<file path="src/rtl/rcc_pkg.sv">
package rcc_pkg;

   typedef enum logic [1:0] {
      OP_LOAD  = 2'd0,
      OP_STORE = 2'd1,
      OP_ACQ   = 2'd2,
      OP_REL   = 2'd3
   } op_e;

   typedef enum logic [3:0] {
      ST_IDLE,
      ST_EVICT,
      ST_FILL_REQ,
      ST_FILL_WAIT,
      ST_ACQ_REQ,
      ST_ACQ_WAIT,
      ST_ACQ_WALK,
      ST_ACQ_DONE,
      ST_REL_WALK,
      ST_REL_WR,
      ST_REL_DONE
   } state_e;

endpackage

</file>
<file path="src/rtl/rcc_line_store.sv">
module rcc_line_store #(
   parameter int LINES      = 16,
   parameter int TAG_W      = 4,
   parameter int DW         = 32,
   parameter bit CLEAR_DATA = 1'b1,
   localparam int IDX_W     = $clog2(LINES)
) (
   input  logic             clk,
   input  logic             rst_n,
   input  logic [IDX_W-1:0] idx,
   input  logic             we,
   input  logic             w_valid,
   input  logic             w_dirty,
   input  logic             w_priv,
   input  logic [TAG_W-1:0] w_tag,
   input  logic [DW-1:0]    w_data,
   output logic             r_valid,
   output logic             r_dirty,
   output logic             r_priv,
   output logic [TAG_W-1:0] r_tag,
   output logic [DW-1:0]    r_data
);

   logic [LINES-1:0] valid_q;
   logic [LINES-1:0] dirty_q;
   logic [LINES-1:0] priv_q;
   logic [TAG_W-1:0] tag_q  [LINES];
   logic [DW-1:0]    data_q [LINES];

   always_ff @(posedge clk or negedge rst_n) begin
      if (!rst_n) begin
         valid_q <= '0;
         dirty_q <= '0;
         priv_q  <= '0;
         for (int i = 0; i < LINES; i++) tag_q[i] <= '0;
      end else if (we) begin
         valid_q[idx] <= w_valid;
         dirty_q[idx] <= w_dirty;
         priv_q[idx]  <= w_priv;
         tag_q[idx]   <= w_tag;
      end
   end

   generate
      if (CLEAR_DATA) begin : g_data_rst
         always_ff @(posedge clk or negedge rst_n) begin
            if (!rst_n) begin
               for (int i = 0; i < LINES; i++) data_q[i] <= '0;
            end else if (we) begin
               data_q[idx] <= w_data;
            end
         end
      end else begin : g_data_norst
         always_ff @(posedge clk) begin
            if (we) data_q[idx] <= w_data;
         end
      end
   endgenerate

   assign r_valid = valid_q[idx];
   assign r_dirty = dirty_q[idx];
   assign r_priv  = priv_q[idx];
   assign r_tag   = tag_q[idx];
   assign r_data  = data_q[idx];

endmodule

</file>
<file path="src/rtl/rcc_walk_ctr.sv">
module rcc_walk_ctr #(
   parameter int LINES  = 16,
   localparam int IDX_W = $clog2(LINES)
) (
   input  logic             clk,
   input  logic             rst_n,
   input  logic             adv,
   output logic [IDX_W-1:0] idx,
   output logic             last
);

   logic [IDX_W-1:0] cnt_q;

   always_ff @(posedge clk or negedge rst_n) begin
      if (!rst_n)   cnt_q <= '0;
      else if (adv) cnt_q <= cnt_q + 1'b1;
   end

   assign idx  = cnt_q;
   assign last = (cnt_q == IDX_W'(LINES - 1));

endmodule

</file>
<file path="src/rtl/rcc_ctrl.sv">
module rcc_ctrl
   import rcc_pkg::*;
#(
   parameter int AW     = 8,
   parameter int DW     = 32,
   parameter int LINES  = 16,
   localparam int IDX_W = $clog2(LINES),
   localparam int TAG_W = AW - IDX_W
) (
   input  logic             clk,
   input  logic             rst_n,
   input  logic             req_valid,
   input  logic [1:0]       req_op,
   input  logic [AW-1:0]    req_addr,
   input  logic [DW-1:0]    req_wdata,
   input  logic             req_priv,
   output logic             stall,
   output logic             rsp_valid,
   output logic [DW-1:0]    rsp_rdata,
   output logic             mem_req_valid,
   output logic             mem_req_we,
   output logic [AW-1:0]    mem_req_addr,
   output logic [DW-1:0]    mem_req_wdata,
   input  logic             mem_req_ready,
   input  logic             mem_rsp_valid,
   input  logic [DW-1:0]    mem_rsp_rdata,
   output logic [IDX_W-1:0] line_idx,
   output logic             line_we,
   output logic             w_valid,
   output logic             w_dirty,
   output logic             w_priv,
   output logic [TAG_W-1:0] w_tag,
   output logic [DW-1:0]    w_data,
   input  logic             r_valid,
   input  logic             r_dirty,
   input  logic             r_priv,
   input  logic [TAG_W-1:0] r_tag,
   input  logic [DW-1:0]    r_data,
   output logic             walk_adv,
   input  logic [IDX_W-1:0] walk_idx,
   input  logic             walk_last
);

   state_e state_q, state_d;
   logic [DW-1:0] acq_q;
   logic          acq_ld;

   op_e              op;
   logic [IDX_W-1:0] req_idx;
   logic [TAG_W-1:0] req_tag;
   logic             hit;
   logic             walking;

   assign op      = op_e'(req_op);
   assign req_idx = req_addr[IDX_W-1:0];
   assign req_tag = req_addr[AW-1:IDX_W];
   assign walking = (state_q == ST_ACQ_WALK) || (state_q == ST_REL_WALK);
   assign line_idx = walking ? walk_idx : req_idx;
   assign hit     = r_valid && (r_tag == req_tag);

   always_comb begin
      state_d       = state_q;
      stall         = 1'b1;
      rsp_valid     = 1'b0;
      rsp_rdata     = r_data;
      mem_req_valid = 1'b0;
      mem_req_we    = 1'b0;
      mem_req_addr  = req_addr;
      mem_req_wdata = req_wdata;
      line_we       = 1'b0;
      w_valid       = r_valid;
      w_dirty       = r_dirty;
      w_priv        = r_priv;
      w_tag         = r_tag;
      w_data        = r_data;
      walk_adv      = 1'b0;
      acq_ld        = 1'b0;

      unique case (state_q)
         ST_IDLE: begin
            if (!req_valid) begin
               stall = 1'b0;
            end else begin
               unique case (op)
                  OP_LOAD, OP_STORE: begin
                     if (hit) begin
                        stall     = 1'b0;
                        rsp_valid = 1'b1;
                        if (op == OP_STORE) begin
                           line_we = 1'b1;
                           w_dirty = 1'b1;
                           w_data  = req_wdata;
                        end
                     end else if (r_valid && r_dirty) begin
                        state_d = ST_EVICT;
                     end else begin
                        state_d = ST_FILL_REQ;
                     end
                  end
                  OP_ACQ:  state_d = ST_ACQ_REQ;
                  OP_REL:  state_d = ST_REL_WALK;
                  default: state_d = ST_IDLE;
               endcase
            end
         end

         ST_EVICT: begin
            mem_req_valid = 1'b1;
            mem_req_we    = 1'b1;
            mem_req_addr  = {r_tag, req_idx};
            mem_req_wdata = r_data;
            if (mem_req_ready) begin
               line_we = 1'b1;
               w_dirty = 1'b0;
               state_d = ST_FILL_REQ;
            end
         end

         ST_FILL_REQ: begin
            mem_req_valid = 1'b1;
            if (mem_req_ready) state_d = ST_FILL_WAIT;
         end

         ST_FILL_WAIT: begin
            if (mem_rsp_valid) begin
               line_we = 1'b1;
               w_valid = 1'b1;
               w_dirty = 1'b0;
               w_priv  = req_priv;
               w_tag   = req_tag;
               w_data  = mem_rsp_rdata;
               state_d = ST_IDLE;
            end
         end

         ST_ACQ_REQ: begin
            mem_req_valid = 1'b1;
            if (mem_req_ready) state_d = ST_ACQ_WAIT;
         end

         ST_ACQ_WAIT: begin
            if (mem_rsp_valid) begin
               acq_ld  = 1'b1;
               state_d = ST_ACQ_WALK;
            end
         end

         ST_ACQ_WALK: begin
            if (r_valid && !r_priv && r_dirty) begin
               mem_req_valid = 1'b1;
               mem_req_we    = 1'b1;
               mem_req_addr  = {r_tag, walk_idx};
               mem_req_wdata = r_data;
               walk_adv      = mem_req_ready;
            end else begin
               walk_adv = 1'b1;
            end
            if (walk_adv && r_valid && !r_priv) begin
               line_we = 1'b1;
               w_valid = 1'b0;
               w_dirty = 1'b0;
            end
            if (walk_adv && walk_last) state_d = ST_ACQ_DONE;
         end

         ST_ACQ_DONE: begin
            stall     = 1'b0;
            rsp_valid = 1'b1;
            rsp_rdata = acq_q;
            state_d   = ST_IDLE;
         end

         ST_REL_WALK: begin
            if (r_valid && !r_priv && r_dirty) begin
               mem_req_valid = 1'b1;
               mem_req_we    = 1'b1;
               mem_req_addr  = {r_tag, walk_idx};
               mem_req_wdata = r_data;
               walk_adv      = mem_req_ready;
               if (mem_req_ready) begin
                  line_we = 1'b1;
                  w_dirty = 1'b0;
               end
            end else begin
               walk_adv = 1'b1;
            end
            if (walk_adv && walk_last) state_d = ST_REL_WR;
         end

         ST_REL_WR: begin
            mem_req_valid = 1'b1;
            mem_req_we    = 1'b1;
            if (mem_req_ready) begin
               state_d = ST_REL_DONE;
               if (hit) begin
                  line_we = 1'b1;
                  w_dirty = 1'b0;
                  w_data  = req_wdata;
               end else if (!(r_valid && r_dirty)) begin
                  line_we = 1'b1;
                  w_valid = 1'b1;
                  w_dirty = 1'b0;
                  w_priv  = 1'b0;
                  w_tag   = req_tag;
                  w_data  = req_wdata;
               end
            end
         end

         ST_REL_DONE: begin
            stall     = 1'b0;
            rsp_valid = 1'b1;
            state_d   = ST_IDLE;
         end

         default: state_d = ST_IDLE;
      endcase
   end

   always_ff @(posedge clk or negedge rst_n) begin
      if (!rst_n) begin
         state_q <= ST_IDLE;
         acq_q   <= '0;
      end else begin
         state_q <= state_d;
         if (acq_ld) acq_q <= mem_rsp_rdata;
      end
   end

endmodule

</file>
<file path="src/rtl/rc_cache_ctrl.sv">
module rc_cache_ctrl #(
   parameter int AW         = 8,
   parameter int DW         = 32,
   parameter int LINES      = 16,
   parameter bit CLEAR_DATA = 1'b1,
   localparam int IDX_W     = $clog2(LINES),
   localparam int TAG_W     = AW - IDX_W
) (
   input  logic          clk,
   input  logic          rst_n,
   input  logic          req_valid,
   input  logic [1:0]    req_op,
   input  logic [AW-1:0] req_addr,
   input  logic [DW-1:0] req_wdata,
   input  logic          req_priv,
   output logic          stall,
   output logic          rsp_valid,
   output logic [DW-1:0] rsp_rdata,
   output logic          mem_req_valid,
   output logic          mem_req_we,
   output logic [AW-1:0] mem_req_addr,
   output logic [DW-1:0] mem_req_wdata,
   input  logic          mem_req_ready,
   input  logic          mem_rsp_valid,
   input  logic [DW-1:0] mem_rsp_rdata
);

   generate
      if (LINES < 2 || (LINES & (LINES - 1)) != 0) begin : g_bad_lines
         $error("LINES must be a power of two of at least 2");
      end
      if (AW <= IDX_W) begin : g_bad_aw
         $error("AW must exceed the index width");
      end
      if (DW < 1) begin : g_bad_dw
         $error("DW must be positive");
      end
   endgenerate

   logic [IDX_W-1:0] line_idx;
   logic             line_we;
   logic             w_valid, w_dirty, w_priv;
   logic [TAG_W-1:0] w_tag;
   logic [DW-1:0]    w_data;
   logic             r_valid, r_dirty, r_priv;
   logic [TAG_W-1:0] r_tag;
   logic [DW-1:0]    r_data;
   logic             walk_adv;
   logic [IDX_W-1:0] walk_idx;
   logic             walk_last;

   rcc_line_store #(
      .LINES(LINES), .TAG_W(TAG_W), .DW(DW), .CLEAR_DATA(CLEAR_DATA)
   ) u_store (
      .clk(clk), .rst_n(rst_n), .idx(line_idx), .we(line_we),
      .w_valid(w_valid), .w_dirty(w_dirty), .w_priv(w_priv),
      .w_tag(w_tag), .w_data(w_data),
      .r_valid(r_valid), .r_dirty(r_dirty), .r_priv(r_priv),
      .r_tag(r_tag), .r_data(r_data)
   );

   rcc_walk_ctr #(.LINES(LINES)) u_walk (
      .clk(clk), .rst_n(rst_n), .adv(walk_adv),
      .idx(walk_idx), .last(walk_last)
   );

   rcc_ctrl #(.AW(AW), .DW(DW), .LINES(LINES)) u_ctrl (
      .clk(clk), .rst_n(rst_n),
      .req_valid(req_valid), .req_op(req_op), .req_addr(req_addr),
      .req_wdata(req_wdata), .req_priv(req_priv),
      .stall(stall), .rsp_valid(rsp_valid), .rsp_rdata(rsp_rdata),
      .mem_req_valid(mem_req_valid), .mem_req_we(mem_req_we),
      .mem_req_addr(mem_req_addr), .mem_req_wdata(mem_req_wdata),
      .mem_req_ready(mem_req_ready), .mem_rsp_valid(mem_rsp_valid),
      .mem_rsp_rdata(mem_rsp_rdata),
      .line_idx(line_idx), .line_we(line_we),
      .w_valid(w_valid), .w_dirty(w_dirty), .w_priv(w_priv),
      .w_tag(w_tag), .w_data(w_data),
      .r_valid(r_valid), .r_dirty(r_dirty), .r_priv(r_priv),
      .r_tag(r_tag), .r_data(r_data),
      .walk_adv(walk_adv), .walk_idx(walk_idx), .walk_last(walk_last)
   );

endmodule

</file>
<file path="config.mk">
export PLATFORM = sky130hd
export DESIGN_NAME = rc_cache_ctrl
export DESIGN_NICKNAME = d
export VERILOG_FILES = /design/src/rtl/rcc_pkg.sv /design/src/rtl/rcc_line_store.sv /design/src/rtl/rcc_walk_ctr.sv /design/src/rtl/rcc_ctrl.sv /design/src/rtl/rc_cache_ctrl.sv
export SDC_FILE = /design/constraint.sdc
export NUM_CORES = 2
export LEC_CHECK = 0
export ABC_AREA = 1
export BUFFER_PORTS_ARGS = -buffer_cell sky130_fd_sc_hd__buf_2
export CORE_ASPECT_RATIO = 1.75
export CORE_MARGIN = 2
export CORE_UTILIZATION = 26
export CTS_CLUSTER_DIAMETER = 40
export DETAILED_ROUTE_END_ITERATION = 6
export PLACE_DENSITY = 0.45
export REMOVE_ABC_BUFFERS = 1
export SYNTH_ARGS = -nofsm -noshare
export SYNTH_HDL_FRONTEND = slang
export SYNTH_SLANG_ARGS = --single-unit
</file>
<file path="constraint.sdc">
create_clock -name clk -period 4.3 [get_ports clk]
set_input_delay 0.215 -clock clk [delete_from_list [all_inputs] [get_ports clk]]
set_output_delay 0.215 -clock clk [all_outputs]
set_load 0.05 [all_outputs]
</file>
## Word-level counts from Yosys, hierarchy flattened

Cells that the tools add are included.
W data, S select, Z words.

| storage, ports and cells | value |
|---|---|
| memories kept | 0 |
| logic and storage cells | 196 |
| register bits after elaboration | 664 |
| bits in latches | 0 |
| memory bits (writable) | 0 |
| memory bits (read-only) | 0 |
| bits of input ports | 80 |

| operators by class | value |
|---|---|
| eq/ne operators | 25 |
| reductions and logical operators | 20 |
| add/subtract/negate cells | 1 |
| shift operators | 0 |
| div/mod/pow operators | 0 |
| $lt $le $gt $ge | 4 |
| mux-type cells | 107 |
| $mul | 0 |
| bitwise gates (word level) | 1 |

Operators by type and width:

| operator | number |
|---|---|
| $bwmux W512 | 1 |
| $mux W32 | 13 |
| $bmux W32 S4 | 1 |
| $demux W32 S4 | 1 |
| $pmux W32 S3 | 1 |
| $mux W4 | 18 |
| $bwmux W64 | 1 |
| $pmux W32 S2 | 1 |
| $bwmux W16 | 3 |
| $mux W1 | 46 |
| $pmux W4 S9 | 1 |
| $ne A2 B2 Y1 const B | 9 |
| $bmux W4 S4 | 1 |
| $demux W4 S4 | 1 |
| $eq A4 B3 Y1 const B | 4 |
| $eq A4 B4 Y1 const B | 4 |
| $pmux W8 S2 | 1 |
| $bmux W1 S4 | 3 |
| $pmux W1 S2 | 6 |
| $pmux W1 S6 | 2 |
| $pmux W4 S3 | 1 |
| $logic_and A1 B1 Y1 | 10 |
| $reduce_and A10 Y1 | 1 |
| $eq A4 B2 Y1 const B | 2 |
| other kinds (22) | 26 |

## Logic depth before layout (Yosys ltp)

| depth | value |
|---|---|
| depth after elaboration | 15 |
| depth in mapped cells | 30 |

## Hierarchy

From an unflattened synthesis, not the netlist that was laid out.

| second synthesis, totals | value |
|---|---|
| cells, all modules | 4634 |
| area, all modules | 33088.0 sq um |

By module, submodules not included:

| module | instances | area an instance (sq um) | sequential area each (sq um) | cells each |
|---|---|---|---|---|
| rcc_line_store | 1 | 29198.0 | 15615.0 | 3985 |
| rcc_ctrl | 1 | 3706.1 | 900.9 | 629 |
| rcc_walk_ctr | 1 | 183.9 | 100.1 | 20 |

## Least setup slack after synthesis

Ideal clock, no wire load.

| timing path | value |
|---|---|
| path kind | register to output |
| from | reg u_ctrl.state_q[1] |
| to | out rsp_rdata[25] |
| arrival | 3.521 ns |
| data required time | 4.085 ns |
| path buffers | 5 |
| stages on the path, launching flop included | 17 |
| path slack | 0.564 ns |
| cells stage by stage | dfrtp_1 -> buf_4 -> clkinv_1 -> nor2_1 -> nand2_1 -> nand2_4 -> nand2_2 -> nand2_2 -> buf_6 -> nor2_2 -> buf_2 -> buf_2 -> buf_1 -> a22oi_1 -> nand2_1 -> a21oi_1 -> o21ai_0 |

| between the ends | value |
|---|---|
| longest elaborated chain between the ends | 8 |

RTL lines:

| what | RTL line | text |
|---|---|---|
| from (decl) | rcc_ctrl.sv:44 | `state_e state_q, state_d;` |
| from (signal assigned) | rcc_ctrl.sv:225 | `state_q <= state_d;` |
| $eq A4 B3 Y1 / $eq A4 B4 Y1 (equally long branches) | rcc_ctrl.sv:57 | `assign walking = (state_q == ST_ACQ_WALK) \|\| (state_q == ST_REL_WALK);` |
| $logic_or A1 B1 Y1 | rcc_ctrl.sv:57 |  |
| $mux W4 | rcc_ctrl.sv:58 | `assign line_idx = walking ? walk_idx : req_idx;` |
| $not A4 Y5 (implied by the code) | rcc_line_store.sv:64 | `assign r_data = data_q[idx];` |
| $bmux W32 S4 | rcc_line_store.sv:64 |  |
| $mux W32 (implied by the code) (2 in a row) | rcc_line_store.sv:64 |  |
| $mux W32 (*) | rcc_ctrl.sv:79 | `unique case (state_q)` |
| to (decl) | rc_cache_ctrl.sv:18 | `output logic [DW-1:0] rsp_rdata,` |

Mark *: on every way between the ends. The rest lies on a longest branch, timed or not. The select of a mux whose other input is x is not followed.

## Final worst setup path

| timing path | value |
|---|---|
| from | reg u_ctrl.state_q[0] |
| to | out mem_req_wdata[15] |

| between the ends | value |
|---|---|
| longest elaborated chain between the ends | 10 |

RTL lines:

| what | RTL line | text |
|---|---|---|
| $eq A4 B3 Y1 / $eq A4 B4 Y1 (equally long branches) | rcc_ctrl.sv:57, rcc_ctrl.sv:79 |  |
| $logic_or A1 B1 Y1 | rcc_ctrl.sv:57 |  |
| $mux W4 | rcc_ctrl.sv:58 |  |
| $bmux W1 S4 | rcc_line_store.sv:62 | `assign r_priv = priv_q[idx];` |
| $mux W1 (implied by the code) | rcc_line_store.sv:62 |  |
| $logic_not A1 Y1 | rcc_ctrl.sv:149, rcc_ctrl.sv:174 |  |
| $logic_and A1 B1 Y1 (2 in a row) | rcc_ctrl.sv:149, rcc_ctrl.sv:174 |  |
| $mux W32 | rcc_ctrl.sv:149, rcc_ctrl.sv:174 |  |
| $pmux W32 S2 (*) | rcc_ctrl.sv:79 |  |
| to (decl) | rc_cache_ctrl.sv:22 | `output logic [DW-1:0] mem_req_wdata,` |

Marked as above.

==> flow_metrics.py <==
metrics = {
    "routing": {
        "drt_pre_antenna_iters": 5,
        "antenna_left": 0,
        "num_vias": 33000,
        "first_iter_violations": 2968,
        "viasPerCell": 5.11,
        "drt-total-wl_um": 152000,
        "wl_per_cell_um": 23.5,
        "drcViolationCount": 0,
    },
    "power": {
        "leakagePower_nw": 22.1,
        "p_per_area_nw_per_um2": 829,
        "vdd_ir_drop_max_v": 0.000524,
    },
    "placed_design": {
        "placed_cell_area_um2": 38200,
        "io_buffers": 155,
        "dp_cells": 6199,
        "dp_hpwl_um": 91000,
        "gp_congestion": 0.807,
    },
    "cts": {
        "cts_tree": "built",
        "htree_levels": 3,
        "cts_max_path_buffers": 3,
        "cts.sinks": 664,
        "clock_latency_ns": 0.72,
        "cts_root_buffer": "clkbuf_16",
        "numCtsBuffers": 98,
        "path_clk_slew_ns": 0.06,
    },
    "sta": {
        "finalMaxSlewViolations": 0,
        "fmax_mhz": 240,
        "finalCriticalPeriod_ns": 4.17,
        "slew_headroom": 0.237,
        "finalSetupViolCount": 0,
        "rsz0062_at_grt": "yes",
        "fin_skew_ns": 0.0339,
        "hold_viol": 0,
        "fin_crit_sh": 0.971,
        "worst_slew_pin_slew_ns": 1.14,
    },
    "grt": {
        "grt_pass1_wl_um": 226000,
        "gr-total-overflow": 0,
        "grt_pass1_vias": 33400,
        "grt_max_degree": 141,
        "antenna_found_initial": 1,
        "gr-usage-all-layers": 0.223,
    },
    "synthesis": {
        "yosys_warnings": 0,
        "yosysMostFrequentCell": "nand2_1",
        "synthCells": 4485,
        "avgSynthCellArea_um2": 7.68,
        "synth_seq_area_share": 0.483,
        "yosysTopAreaCell": "dfrtp_1",
        "synth-async-reset-ratio": 1.00,
        "synth_seq_cells": 664,
        "ys_types": 39,
        "synth_edf_count": 0,
        "ys_top_cells_by_count": "nand2_1, nand3_1, dfrtp_1",
        "synth_area_leaders": "dfrtp_1, nand2_1, nand3_1",
        "yosysTopAreaCellShare": 0.483,
        "synth_area_um2": 34400,
        "synth-main-ff-cell": "dfrtp_1",
    },
    "run": {
        "maxCapViolCount": 0,
    },
    "final_layout": {
        "area_growth_pct": 25.9,
        "final_layout_size_suffix_gt1_frac": 0.164,
        "final_area_um2": 43400,
        "fillCellCount": 13800,
        "nets": 4776,
        "stdcell_count": 6468,
    },
    "floorplanning": {
        "die_height_um": 485,
        "row_count": 176,
        "ios": 156,
        "die_w_um": 279,
        "initial_core_util": 0.262,
        "core_um2": 131000,
        "die_area_um2": 135000,
    },
    "setup_path": {
        "critPathBufInv": 8,
        "critPathSlowestCell": "dfrtp_1",
        "cp_top_family": "buffers and inverters",
        "crit_path_max_incr_delay_ns": 0.43,
        "cp.arrival_ns": 3.96,
        "cp.required_ns": 4.09,
        "critPathMaxFanout": 20,
        "startpoint_type": "flop",
        "criticalPathCategory": "reg2out",
        "worstPathCellList": "nor2_2 > nand2_4 > nand2_4 > buf_4 > inv_4 > o21ai_4 > inv_2 > nor2_4 > buf_4 > buf_12 > nand2_1 > nand2_1 > nor2_4 > nand2_2 > nor2_4 > nand2_4 > nand2_8 > buf_12 > buf_16 > a21oi_1 > buf_4",
        "endpoint_kind": "primary output",
    },
    "worst_hold_path": {
        "min-delay-path-class": "in2async",
    },
    "outcome": {
        "status": "complete, no violations",
    },
}
flip-flops by register name (all words and copies together) (netlist names):
register         count
u_store.valid_q     16
u_ctrl.acq_q        32
u_walk.idx           4
u_store.data_q     512
u_ctrl.state_q       4
u_store.dirty_q     16
u_store.priv_q      16
u_store.tag_q       64
what timing repair did:
action                     CTS  global route
setup endpoints to repair   70           665
setup buffers               30            15
gates cloned                 7             0
hold buffers                36             0
hold endpoints to repair   147             0
resized for setup           69            95
pin swaps                    9            14
stage by stage:
step / setup WS, ns / utilization / TNS [ns] / hold WS (ns) / power (mW)
floorplan: -3.38 / - / -1901.84 / -0.0806 / 18.9
detailed placement: 0.0405 / 0.291 / 0 / 0.212 / 26.0
global route: -0.0146 / 0.330 / -0.103 / 0.0771 / 38.0
finish: 0.126 / 0.330 / 0 / 0.0482 / 35.9
global placement: 0.0789 / 0.291 / 0 / 0.210 / 26.0
CTS: -0.00530 / 0.326 / -0.00530 / 0.0402 / 35.7
layout by cell type, fill, tap and decap left out, types with 4 or more instances in the layout:
cell type         n
nand3_4          10
a21oi_1          36
nand4_1          41
buf_12           76
clkinv_4          5
clkinvlp_4        9
nand2_2          17
nand2_1        1816
a21oi_4          24
nor2_4           17
nand3_2          19
clkbuf_1          4
inv_6            14
a21oi_2          30
nand2_4           9
nor2_2            9
buf_6            17
inv_1           138
nor2_1           99
buf_4           187
nand2_8           4
a22oi_1         257
dfrtp_1         663
bufinv_16        16
o21ai_1          38
inv_2            12
nand3_1         694
dlygate4sd3_1    36
clkbuf_4          5
o21ai_0         122
clkbuf_8         15
clkinv_2         14
mux2_2           31
a211oi_1         32
buf_2           120
clkbuf_16        98
cell families (layout without fill, tap and decap cells):
| kind of cell | Yosys count | count (layout) | share of synthesized area |
|---|---|---|---|
| simple gates | 2739 | 2740 | 0.336 |
| mux | 31 | 31 | 0.0101 |
| fa+ha+maj | 1 | 1 | 0.000363 |
| flops | 664 | 664 | 0.483 |
| other cells | 0 | 2 | 0 |
| buf+inv | 497 | 786 | 0.0635 |
| compound gates | 550 | 550 | 0.106 |
| xor+xnor | 3 | 3 | 0.000763 |
worst paths after layout:
path | startpoint | end | slack, ns | cells after the start
max in group asynchronous | rst_n | u_store.data_q[265] | 2.87 | 3
min reg2reg | u_store.dirty_q[4] | u_store.dirty_q[4] | 0.47 | 2
min in group clk | req_addr[6] | u_store.tag_q[54] | 0.16 | 6
max | u_ctrl.state_q[0] | mem_req_wdata[15] | 0.13 | 21
min | rst_n | u_store.data_q[482] | 0.05 | 2
max reg2reg | u_ctrl.state_q[0] | u_store.data_q[143] | 0.18 | 26
report_power, final:
part	total (mW)	switching (mW)	internal, mW
Combinational	17.2	12.0	5.20
Clock	8.81	3.35	5.45
Sequential	9.90	1.28	8.61
Total	35.9	16.7	19.3
area by class of cell:
type	instances	area (um2)	area share
multi-input combinational	3325	16200	0.372
timing repair buffer	448	4290	0.0990
sequential	664	16600	0.383
tap	1691	2120	0.0488
clock buffer	117	2670	0.0617
timing repair inverter	1	8.76	0.000202
inverter	157	618	0.0143
antenna	2	5.00	0.000115
clock inverter	63	876	0.0202
routing by layer:
layer  track usage  part of all wire
met3        0.0367             0.058
met4        0.0895             0.036
met1         0.269              0.40
met5             0                 0
met2         0.391              0.51
(Power assumes the default switching activity.)
